`src/rtl/lcd_vt_pkg.sv`:
```
package lcd_vt_pkg;
  localparam int LPS_W = 10;
  localparam int VSW_W = 6;
  localparam int FP_W  = 8;
  localparam int BP_W  = 8;
  localparam int CFG_W = LPS_W + VSW_W + FP_W + BP_W;
  localparam int CNT_W = LPS_W;

  typedef enum logic [1:0] {
    PH_ACT  = 2'd0,
    PH_FP   = 2'd1,
    PH_SYNC = 2'd2,
    PH_BP   = 2'd3
  } phase_e;

  // msb first: bp 31:24, fp 23:16, vsw 15:10, lps 9:0
  typedef struct packed {
    logic [BP_W-1:0]  bp;
    logic [FP_W-1:0]  fp;
    logic [VSW_W-1:0] vsw;
    logic [LPS_W-1:0] lps;
  } vcfg_t;
endpackage

```
`src/rtl/lcd_vt_cfg.sv`:
```
module lcd_vt_cfg
  import lcd_vt_pkg::*;
(
  input  logic  clk_i,
  input  logic  rst_ni,
  input  logic  we_i,
  input  vcfg_t wdata_i,
  input  logic  load_i,
  output vcfg_t work_o
);
  vcfg_t pend_q;
  vcfg_t work_q;
  vcfg_t load_val;

  // same-cycle write wins over the older pending word
  assign load_val = we_i ? wdata_i : pend_q;

  always_ff @(posedge clk_i or negedge rst_ni) begin
    if (!rst_ni) begin
      pend_q <= '0;
    end else if (we_i) begin
      pend_q <= wdata_i;
    end
  end

  always_ff @(posedge clk_i or negedge rst_ni) begin
    if (!rst_ni) begin
      work_q <= '0;
    end else if (load_i) begin
      work_q <= load_val;
    end
  end

  assign work_o = work_q;

  p_cfg_hold_r9: assert property (@(posedge clk_i) disable iff (!rst_ni)
    !load_i |=> $stable(work_o));

  p_cfg_bypass_r10: assert property (@(posedge clk_i) disable iff (!rst_ni)
    (load_i && we_i) |=> (work_o == $past(wdata_i)));
endmodule

```
`src/rtl/lcd_vt_seq.sv`:
```
module lcd_vt_seq
  import lcd_vt_pkg::*;
(
  input  logic             clk_i,
  input  logic             rst_ni,
  input  logic             tick_i,
  input  vcfg_t            cfg_i,
  output phase_e           phase_o,
  output logic [CNT_W-1:0] cnt_o,
  output logic             load_o
);
  localparam int EXT_W = CNT_W + 1;

  phase_e           phase_q, phase_d;
  logic [CNT_W-1:0] cnt_q, cnt_d;
  logic [EXT_W-1:0] cnt_p1;
  logic             end_act, end_fp, end_sync, end_bp;
  logic             fp_zero, bp_zero;

  assign cnt_p1   = {1'b0, cnt_q} + EXT_W'(1);
  assign end_act  = (cnt_q == cfg_i.lps);
  assign end_fp   = (cnt_p1 >= EXT_W'(cfg_i.fp));
  assign end_sync = (cnt_q == CNT_W'(cfg_i.vsw));
  // bp of zero only seen in the reset wait: first tick ends it
  assign end_bp   = (cnt_p1 >= EXT_W'(cfg_i.bp));
  assign fp_zero  = (cfg_i.fp == '0);
  assign bp_zero  = (cfg_i.bp == '0);

  always_comb begin
    phase_d = phase_q;
    cnt_d   = cnt_q;
    load_o  = 1'b0;
    if (tick_i) begin
      cnt_d = cnt_q + CNT_W'(1);
      unique case (phase_q)
        PH_ACT: if (end_act) begin
          phase_d = fp_zero ? PH_SYNC : PH_FP;
          cnt_d   = '0;
        end
        PH_FP: if (end_fp) begin
          phase_d = PH_SYNC;
          cnt_d   = '0;
        end
        PH_SYNC: if (end_sync) begin
          cnt_d = '0;
          if (bp_zero) begin
            phase_d = PH_ACT;
            load_o  = 1'b1;
          end else begin
            phase_d = PH_BP;
          end
        end
        PH_BP: if (end_bp) begin
          phase_d = PH_ACT;
          cnt_d   = '0;
          load_o  = 1'b1;
        end
        default: begin
          phase_d = PH_BP;
          cnt_d   = '0;
        end
      endcase
    end
  end

  always_ff @(posedge clk_i or negedge rst_ni) begin
    if (!rst_ni) begin
      phase_q <= PH_BP;
      cnt_q   <= '0;
    end else begin
      phase_q <= phase_d;
      cnt_q   <= cnt_d;
    end
  end

  assign phase_o = phase_q;
  assign cnt_o   = cnt_q;

  p_stable_no_tick_r11: assert property (@(posedge clk_i) disable iff (!rst_ni)
    !tick_i |=> ($stable(phase_o) && $stable(cnt_o)));

  p_idx_range_r3: assert property (@(posedge clk_i) disable iff (!rst_ni)
    (phase_o == PH_ACT) |-> (cnt_o <= cfg_i.lps));

  p_sync_len_r5: assert property (@(posedge clk_i) disable iff (!rst_ni)
    (phase_o == PH_SYNC) |-> (cnt_o <= CNT_W'(cfg_i.vsw)));
endmodule

```
`src/rtl/lcd_vt_out.sv`:
```
module lcd_vt_out
  import lcd_vt_pkg::*;
(
  input  logic             clk_i,
  input  logic             rst_ni,
  input  phase_e           phase_i,
  input  logic [CNT_W-1:0] cnt_i,
  input  logic             passive_i,
  output logic             fsync_o,
  output logic             vactive_o,
  output logic [CNT_W-1:0] line_idx_o
);
  assign vactive_o  = (phase_i == PH_ACT);
  assign line_idx_o = vactive_o ? cnt_i : '0;
  assign fsync_o    = (phase_i == PH_SYNC) && !passive_i;

  p_sync_excl_r6: assert property (@(posedge clk_i) disable iff (!rst_ni)
    fsync_o |-> !vactive_o);

  p_idx_zero_r3: assert property (@(posedge clk_i) disable iff (!rst_ni)
    !vactive_o |-> (line_idx_o == '0));
endmodule

```
`src/rtl/lcd_vtiming_gen.sv`:
```
module lcd_vtiming_gen
  import lcd_vt_pkg::*;
(
  input  logic             clk_i,
  input  logic             rst_ni,
  input  logic             line_tick_i,
  input  logic             mode_passive_i,
  input  logic             cfg_we_i,
  input  logic [31:0]      cfg_wdata_i,
  output logic             fsync_o,
  output logic             vactive_o,
  output logic [LPS_W-1:0] line_idx_o
);
  vcfg_t            work;
  phase_e           phase;
  logic [CNT_W-1:0] cnt;
  logic             load;

  lcd_vt_cfg u_cfg (
    .clk_i   (clk_i),
    .rst_ni  (rst_ni),
    .we_i    (cfg_we_i),
    .wdata_i (vcfg_t'(cfg_wdata_i[CFG_W-1:0])),
    .load_i  (load),
    .work_o  (work)
  );

  lcd_vt_seq u_seq (
    .clk_i   (clk_i),
    .rst_ni  (rst_ni),
    .tick_i  (line_tick_i),
    .cfg_i   (work),
    .phase_o (phase),
    .cnt_o   (cnt),
    .load_o  (load)
  );

  lcd_vt_out u_out (
    .clk_i      (clk_i),
    .rst_ni     (rst_ni),
    .phase_i    (phase),
    .cnt_i      (cnt),
    .passive_i  (mode_passive_i),
    .fsync_o    (fsync_o),
    .vactive_o  (vactive_o),
    .line_idx_o (line_idx_o)
  );

  p_passive_quiet_r7: assert property (@(posedge clk_i) disable iff (!rst_ni)
    mode_passive_i |-> !fsync_o);

  p_entry_idx_r3: assert property (@(posedge clk_i) disable iff (!rst_ni)
    $rose(vactive_o) |-> (line_idx_o == '0));

  p_load_enters_act_r1: assert property (@(posedge clk_i) disable iff (!rst_ni)
    load |=> (vactive_o && line_idx_o == '0));
endmodule

```
`config.mk`:
```
export PLATFORM = sky130hd
export DESIGN_NAME = lcd_vtiming_gen
export DESIGN_NICKNAME = d
export VERILOG_FILES = /design/src/rtl/lcd_vt_pkg.sv /design/src/rtl/lcd_vt_cfg.sv /design/src/rtl/lcd_vt_seq.sv /design/src/rtl/lcd_vt_out.sv /design/src/rtl/lcd_vtiming_gen.sv
export SDC_FILE = /design/constraint.sdc
export NUM_CORES = 1
export LEC_CHECK = 0
export BUFFER_PORTS_ARGS = -buffer_cell sky130_fd_sc_hd__buf_2
export CORE_MARGIN = 2
export CORE_UTILIZATION = 35
export CTS_BUF_LIST = sky130_fd_sc_hd__clkbuf_4
export DETAILED_ROUTE_END_ITERATION = 6
export PLACE_DENSITY = 0.59
export SLEW_MARGIN = 20
export SYNTH_ARGS = -nofsm -noshare
export SYNTH_HDL_FRONTEND = slang
export SYNTH_SLANG_ARGS = --single-unit
```
`constraint.sdc`:
```
create_clock -name clk_i -period 3.5 [get_ports clk_i]
set_input_delay 0.35 -clock clk_i [delete_from_list [all_inputs] [get_ports clk_i]]
set_output_delay 0.35 -clock clk_i [all_outputs]
set_load 0.01 [all_outputs]
```
**After elaboration in Yosys (flattened, before gate mapping)**

Cells that the tools add are included.

- Bits in registers: 76
- Latch bits: 0
- Bits in writable memories: 0
- ROM bits: 0
- Input bits: 37
- Output and inout port bits: 12
- Memories: 0

- $add $sub $neg: 2
- Multipliers: 0
- Divide/modulo/power cells: 0
- Order comparisons: 2
- Equal/unequal tests: 9
- Shift operators: 0
- Mux-type cells: 19
- Bitwise operators: 0
- Reduce and logical (&&, ||, !) cells: 6

Operator list:

| cell | number |
|---|---|
| 2-to-1 mux 10 bit | 5 |
| case mux 10 bit (4 select lines) | 1 |
| 2-to-1 mux 32 bit | 1 |
| >= comparator 11 x 8 -> 1 bit | 2 |
| zero test 8 bit | 2 |
| 2-to-1 mux 2 bit | 6 |
| adder 10 x 1 -> 11 bit, second input constant | 1 |
| adder 10 x 1 -> 10 bit, second input constant | 1 |
| == test 10 bit | 1 |
| == test 10 x 6 -> 1 bit | 1 |
| case mux 2 bit (4 select lines) | 1 |
| AND reduction 5 bit | 1 |
| == test 2 bit, second input constant | 2 |
| 2-to-1 mux 1 bit | 4 |
| inequality test 2 x 1 -> 1 bit, second input constant | 2 |
| inequality test 2 bit, second input constant | 2 |
| == test 2 x 1 -> 1 bit, second input constant | 1 |
| zero test 2 bit | 1 |
| case mux 1 bit (2 select lines) | 1 |
| logical AND 1 bit | 1 |
| zero test 1 bit | 1 |

**Depth between registers and ports, before layout**

- Depth in word-level cells: 5
- Depth in mapped cells: 12
- Depth with buffers taken out: 11

**Cells and area by module**

Synthesis repeated with hierarchy kept, for this count alone.

- Cell total of the unflattened synthesis: 316
- Area, all modules: 4,205.3 µm²

Modules (own cells, without submodules):

| module | instances | cells each | area an instance (µm²) | seq. area each (µm²) |
|---|---|---|---|---|
| lcd_vt_cfg | 1 | 136 | 2,645.0 | 1,601.5 |
| lcd_vt_seq | 1 | 166 | 1,406.3 | 302.8 |
| lcd_vt_out | 1 | 14 | 153.9 | 0.0 |

**Worst setup path before layout**

No wires, ideal clock.

- Kind: register -> register
- From: register u_seq.cnt_q[0], in the netlist u_seq.cnt_o[0]
- To: register u_cfg.work_q, in the netlist u_cfg.work_o[0]
- Arrival time: 2.757 ns
- Path slack: 0.618 ns
- Stages on the path, launching flop included: 12
- Path buffers: 1
- Clock period less this slack: 2.882 ns
- Cells stage by stage: dfrtp_1 -> ha_1 -> nand3_4 -> nor2_1 -> xor2_1 -> ha_1 -> a211oi_1 -> o311a_1 -> o21ai_1 -> a41oi_2 -> buf_6 -> mux2_4

- Word-level cells in the longest chain between the ends: 5
- Elaborated cells on any way between the ends: 7
- Classes of those cells: add/sub: 1; order compare: 1; eq/ne: 1; mux: 4

RTL lines:

| element | RTL line | RTL |
|---|---|---|
| start, declared | lcd_vt_seq.sv:15 | `logic [CNT_W-1:0] cnt_q, cnt_d;` |
| start signal, assigned | lcd_vt_seq.sv:72 | `cnt_q <= cnt_d;` |
| adder 10 x 1 -> 11 bit | lcd_vt_seq.sv:20 | `assign cnt_p1 = {1'b0, cnt_q} + EXT_W'(1);` |
| >= comparator 11 x 8 -> 1 bit | lcd_vt_seq.sv:25 | `assign end_bp = (cnt_p1 >= EXT_W'(cfg_i.bp));` |
| 2-to-1 mux 1 bit | lcd_vt_seq.sv:53 | `PH_BP: if (end_bp) begin` |
| case mux 1 bit (2 select lines) * | lcd_vt_seq.sv:35 | `unique case (phase_q)` |
| 2-to-1 mux 1 bit * | lcd_vt_seq.sv:33 | `if (tick_i) begin` |
| end signal, assigned | lcd_vt_cfg.sv:30 | `work_q <= load_val;` |
| end, declared | lcd_vt_cfg.sv:12 | `vcfg_t work_q;` |

Mark *: on every way between the ends. The rest lies on a longest branch, timed or not.
A chain may end at the register's enable or synchronous reset.

**Worst setup path after layout**

- From: register u_seq.cnt_q[1], in the netlist u_seq.cnt_o[1]
- To: register u_cfg.work_q, in the netlist u_cfg.work_o[22]

The elaborated chain is that of the path after synthesis.

==> flow_metrics.py <==
metrics = {
    "status": {
        "status": "finished, final reports clean",
    },
    "job": {
        "drv_cap": 0,
    },
    "pwr": {
        "p_leak_nw": 2.17,
        "p_total_w": 0.00344,
        "power_density_nw_per_um2": 748,
        "ir_drop_mv": 0.275,
    },
    "min_path": {
        "hp-class": "in2async",
    },
    "critical_path": {
        "critPathBufInv": 1,
        "endpoint_kind": "register",
        "critPathArrivalTime_ns": 3.52,
        "worstPathCellList": "ha_2 > nand3_4 > nor2_1 > xor2_1 > ha_1 > a211oi_1 > o311a_1 > o21ai_1 > a41oi_4 > buf_4 > mux2_2",
        "timing_worst_setup_path_type": "reg2reg",
        "cp_max_fo": 13,
        "slowest_stage": "dfrtp_2",
        "cp.required_ns": 3.81,
        "cpPeakStageDelay_ns": 0.45,
        "start_kind": "register",
        "cp_top_family": "compound AO/OA/AOI/OAI gates",
    },
    "die": {
        "die_x_um": 111,
        "row_count": 39,
        "die_y_um": 111,
        "start_util_pct": 35.5,
        "core_area_um2": 11300,
        "num_io_pins": 49,
        "dieArea_um2": 12400,
    },
    "global_routing": {
        "grt_overflow": 0,
        "grt_usage_pct": 13.8,
        "grt_max_degree": 77,
        "grt_pass1_vias": 2718,
        "grt_pass1_wl_um": 13600,
        "antenna_found_initial": 1,
    },
    "layout": {
        "layout_common_cells": "73 x dfrtp_1, 47 x buf_2, 34 x mux2_2",
        "area_growth_pct": 14.3,
        "nNetsFinal": 428,
        "final_area_um2": 4600,
        "drive_gt1_share_pct": 37.6,
        "final_common_cell": "dfrtp_1",
        "nFillCells": 1103,
    },
    "cts": {
        "cts-root-buf": "clkbuf_4",
        "numCtsBuffers": 9,
        "htree_levels": 3,
        "clock_sinks": 76,
        "cts_hold_buf": 0,
        "cts_tree": "built",
        "insertion_delay_ns": 0.42,
        "cts_buffer_depth": 2,
        "clk_pin_slew_ns": 0.12,
    },
    "logic_synthesis": {
        "avgSynthCellArea_um2": 12.3,
        "yosys-top-cells-area": "dfrtp_1 46%, mux2_4 11%, mux2_2 9.5%",
        "synth_top_area_share_pct": 46.0,
        "syn_inst": 328,
        "synth-seq-area-share_pct": 47.3,
        "syn_nets": 382,
        "synthDistinctLibCells": 43,
        "yosys_warnings": 0,
        "ys_seq_elements": 76,
        "async_reset_ff_share_pct": 100,
        "synth-edff-count": 0,
        "synth_top_cell_by_area": "dfrtp_1",
        "synthesis.area_um2": 4020,
        "ys.flop_type": "dfrtp_1",
    },
    "placed_design": {
        "place_congestion": 0.817,
        "hpwl_um": 5840,
        "place_area_um2": 4390,
        "numPortBuffers": 48,
    },
    "sta": {
        "skew_ns": 0.0118,
        "fin_crit_sh_pct": 91.8,
        "slew-limit-headroom_pct": 37.3,
        "fmax_mhz": 311,
        "period_needed_ns": 3.21,
        "setup_viol_count_final": 0,
        "timing_worst_slew_pin_value_ns": 0.941,
        "rsz0062_at_grt": "no",
        "finalMaxSlewViolations": 0,
        "finalHoldViolCount": 0,
        "fin_setup_tns_ns": 0,
    },
    "drt": {
        "viasPerCell": 4.93,
        "totalWireLength_um": 8010,
        "via_count": 2574,
        "wl_per_cell_um": 15.3,
        "first_iter_violations": 90,
        "drc_errors": 0,
        "drtPass1Iterations": 6,
        "postRouteAntennaNets": 0,
    },
}
-- logic make-up after synthesis --
family          Yosys count  share of synthesized area (%)
flops                    76                           47.3
simple gates             74                           10.0
mux                      64                           20.7
buf+inv                  38                           4.94
compound gates           30                           5.41
xor+xnor                 29                           6.31
fa+ha+maj                17                           5.29
-- cell usage after synthesis (3+ instances only) --
cell type and count:
xor2_1 11, clkbuf_1 5, nand3_1 8, dfrtp_1 74
mux2_4 30, buf_6 4, nand2_1 14, a21oi_1 10
nor2_1 10, inv_1 17, o21ai_0 4, nand2b_1 3
and2_1 9, nor3_1 5, buf_2 3, mux2_2 34
ha_1 17, xnor2_1 18, and3_1 4, buf_4 6
buf_1 3, nor4_1 3, nand4_1 12
-- worst paths after layout --
kind	from	slack, ns	cells after the start	to
max	u_seq.cnt_o[1]$_DFFE_PN0P_	0.29	11	u_cfg.work_o[22]$_DFFE_PN0P_
min	rst_ni	0.09	1	u_cfg.pend_q[0]$_DFF_PN0_
max reg2reg	u_seq.cnt_o[1]$_DFFE_PN0P_	0.29	11	u_cfg.work_o[22]$_DFFE_PN0P_
min reg2reg	u_cfg.pend_q[3]$_DFF_PN0_	0.51	1	u_cfg.pend_q[3]$_DFF_PN0_
max in group asynchronous	rst_ni	2.78	1	u_seq.cnt_o[1]$_DFFE_PN0P_
min in group clk_i	cfg_wdata_i[3]	0.17	2	u_cfg.pend_q[3]$_DFF_PN0_
-- flip-flops by register name, indices dropped and copies added (netlist names) --
name,count
u_cfg.pend_q,32
u_cfg.work_o,32
u_seq.cnt_o,10
u_seq.phase_o,2
-- routing by layer --
| layer | routed length, µm | global-route usage (%) | vias up | part of all wire [%] |
|---|---|---|---|---|
| li1 | - | - | 1238 | - |
| met3 | 197 | 3.17 | 9 | 2.5 |
| met2 | 3730 | 21.3 | 43 | 47 |
| met4 | 148 | 5.60 | 0 | 1.8 |
| met5 | 0 | 0 | - | 0 |
| met1 | 3940 | 18.7 | 1284 | 49 |
-- where the power goes --
part / internal, W / switching [W] / total (W)
Clock: 0.000425 / 0.000305 / 0.000730
Sequential: 0.00112 / 0.000230 / 0.00135
Combinational: 0.000707 / 0.000649 / 0.00136
-- metrics by stage --
stage	std cells	worst slack [ns]	utilization, %	hold WS [ns]
CTS	520	0.135	40.5	0.0934
global placement	505	0.258	38.7	0.486
global route	522	0.0335	40.6	0.109
floorplan	328	0.618	-	0.0544
finish	522	0.288	40.6	0.0857
detailed placement	505	0.188	38.7	0.488
-- area by class of cell --
type | instances | area (µm²) | share of cell area (%)
clock inverter | 6 | 128 | 2.78
inverter | 17 | 63.8 | 1.39
clock buffer | 9 | 67.6 | 1.47
antenna | 1 | 2.50 | 0.0544
timing repair buffer | 56 | 315 | 6.86
multi-input combinational | 214 | 1940 | 42.1
tap | 143 | 179 | 3.89
sequential | 76 | 1910 | 41.4
-- timing repair --
| item | CTS | global route |
|---|---|---|
| buffers inserted | 0 | 1 |
| gates resized for setup | 0 | 4 |
| endpoints found under the setup margin | 0 | 23 |
| endpoints found under the hold margin | 0 | 0 |
Power figures use the tool's default switching activity.
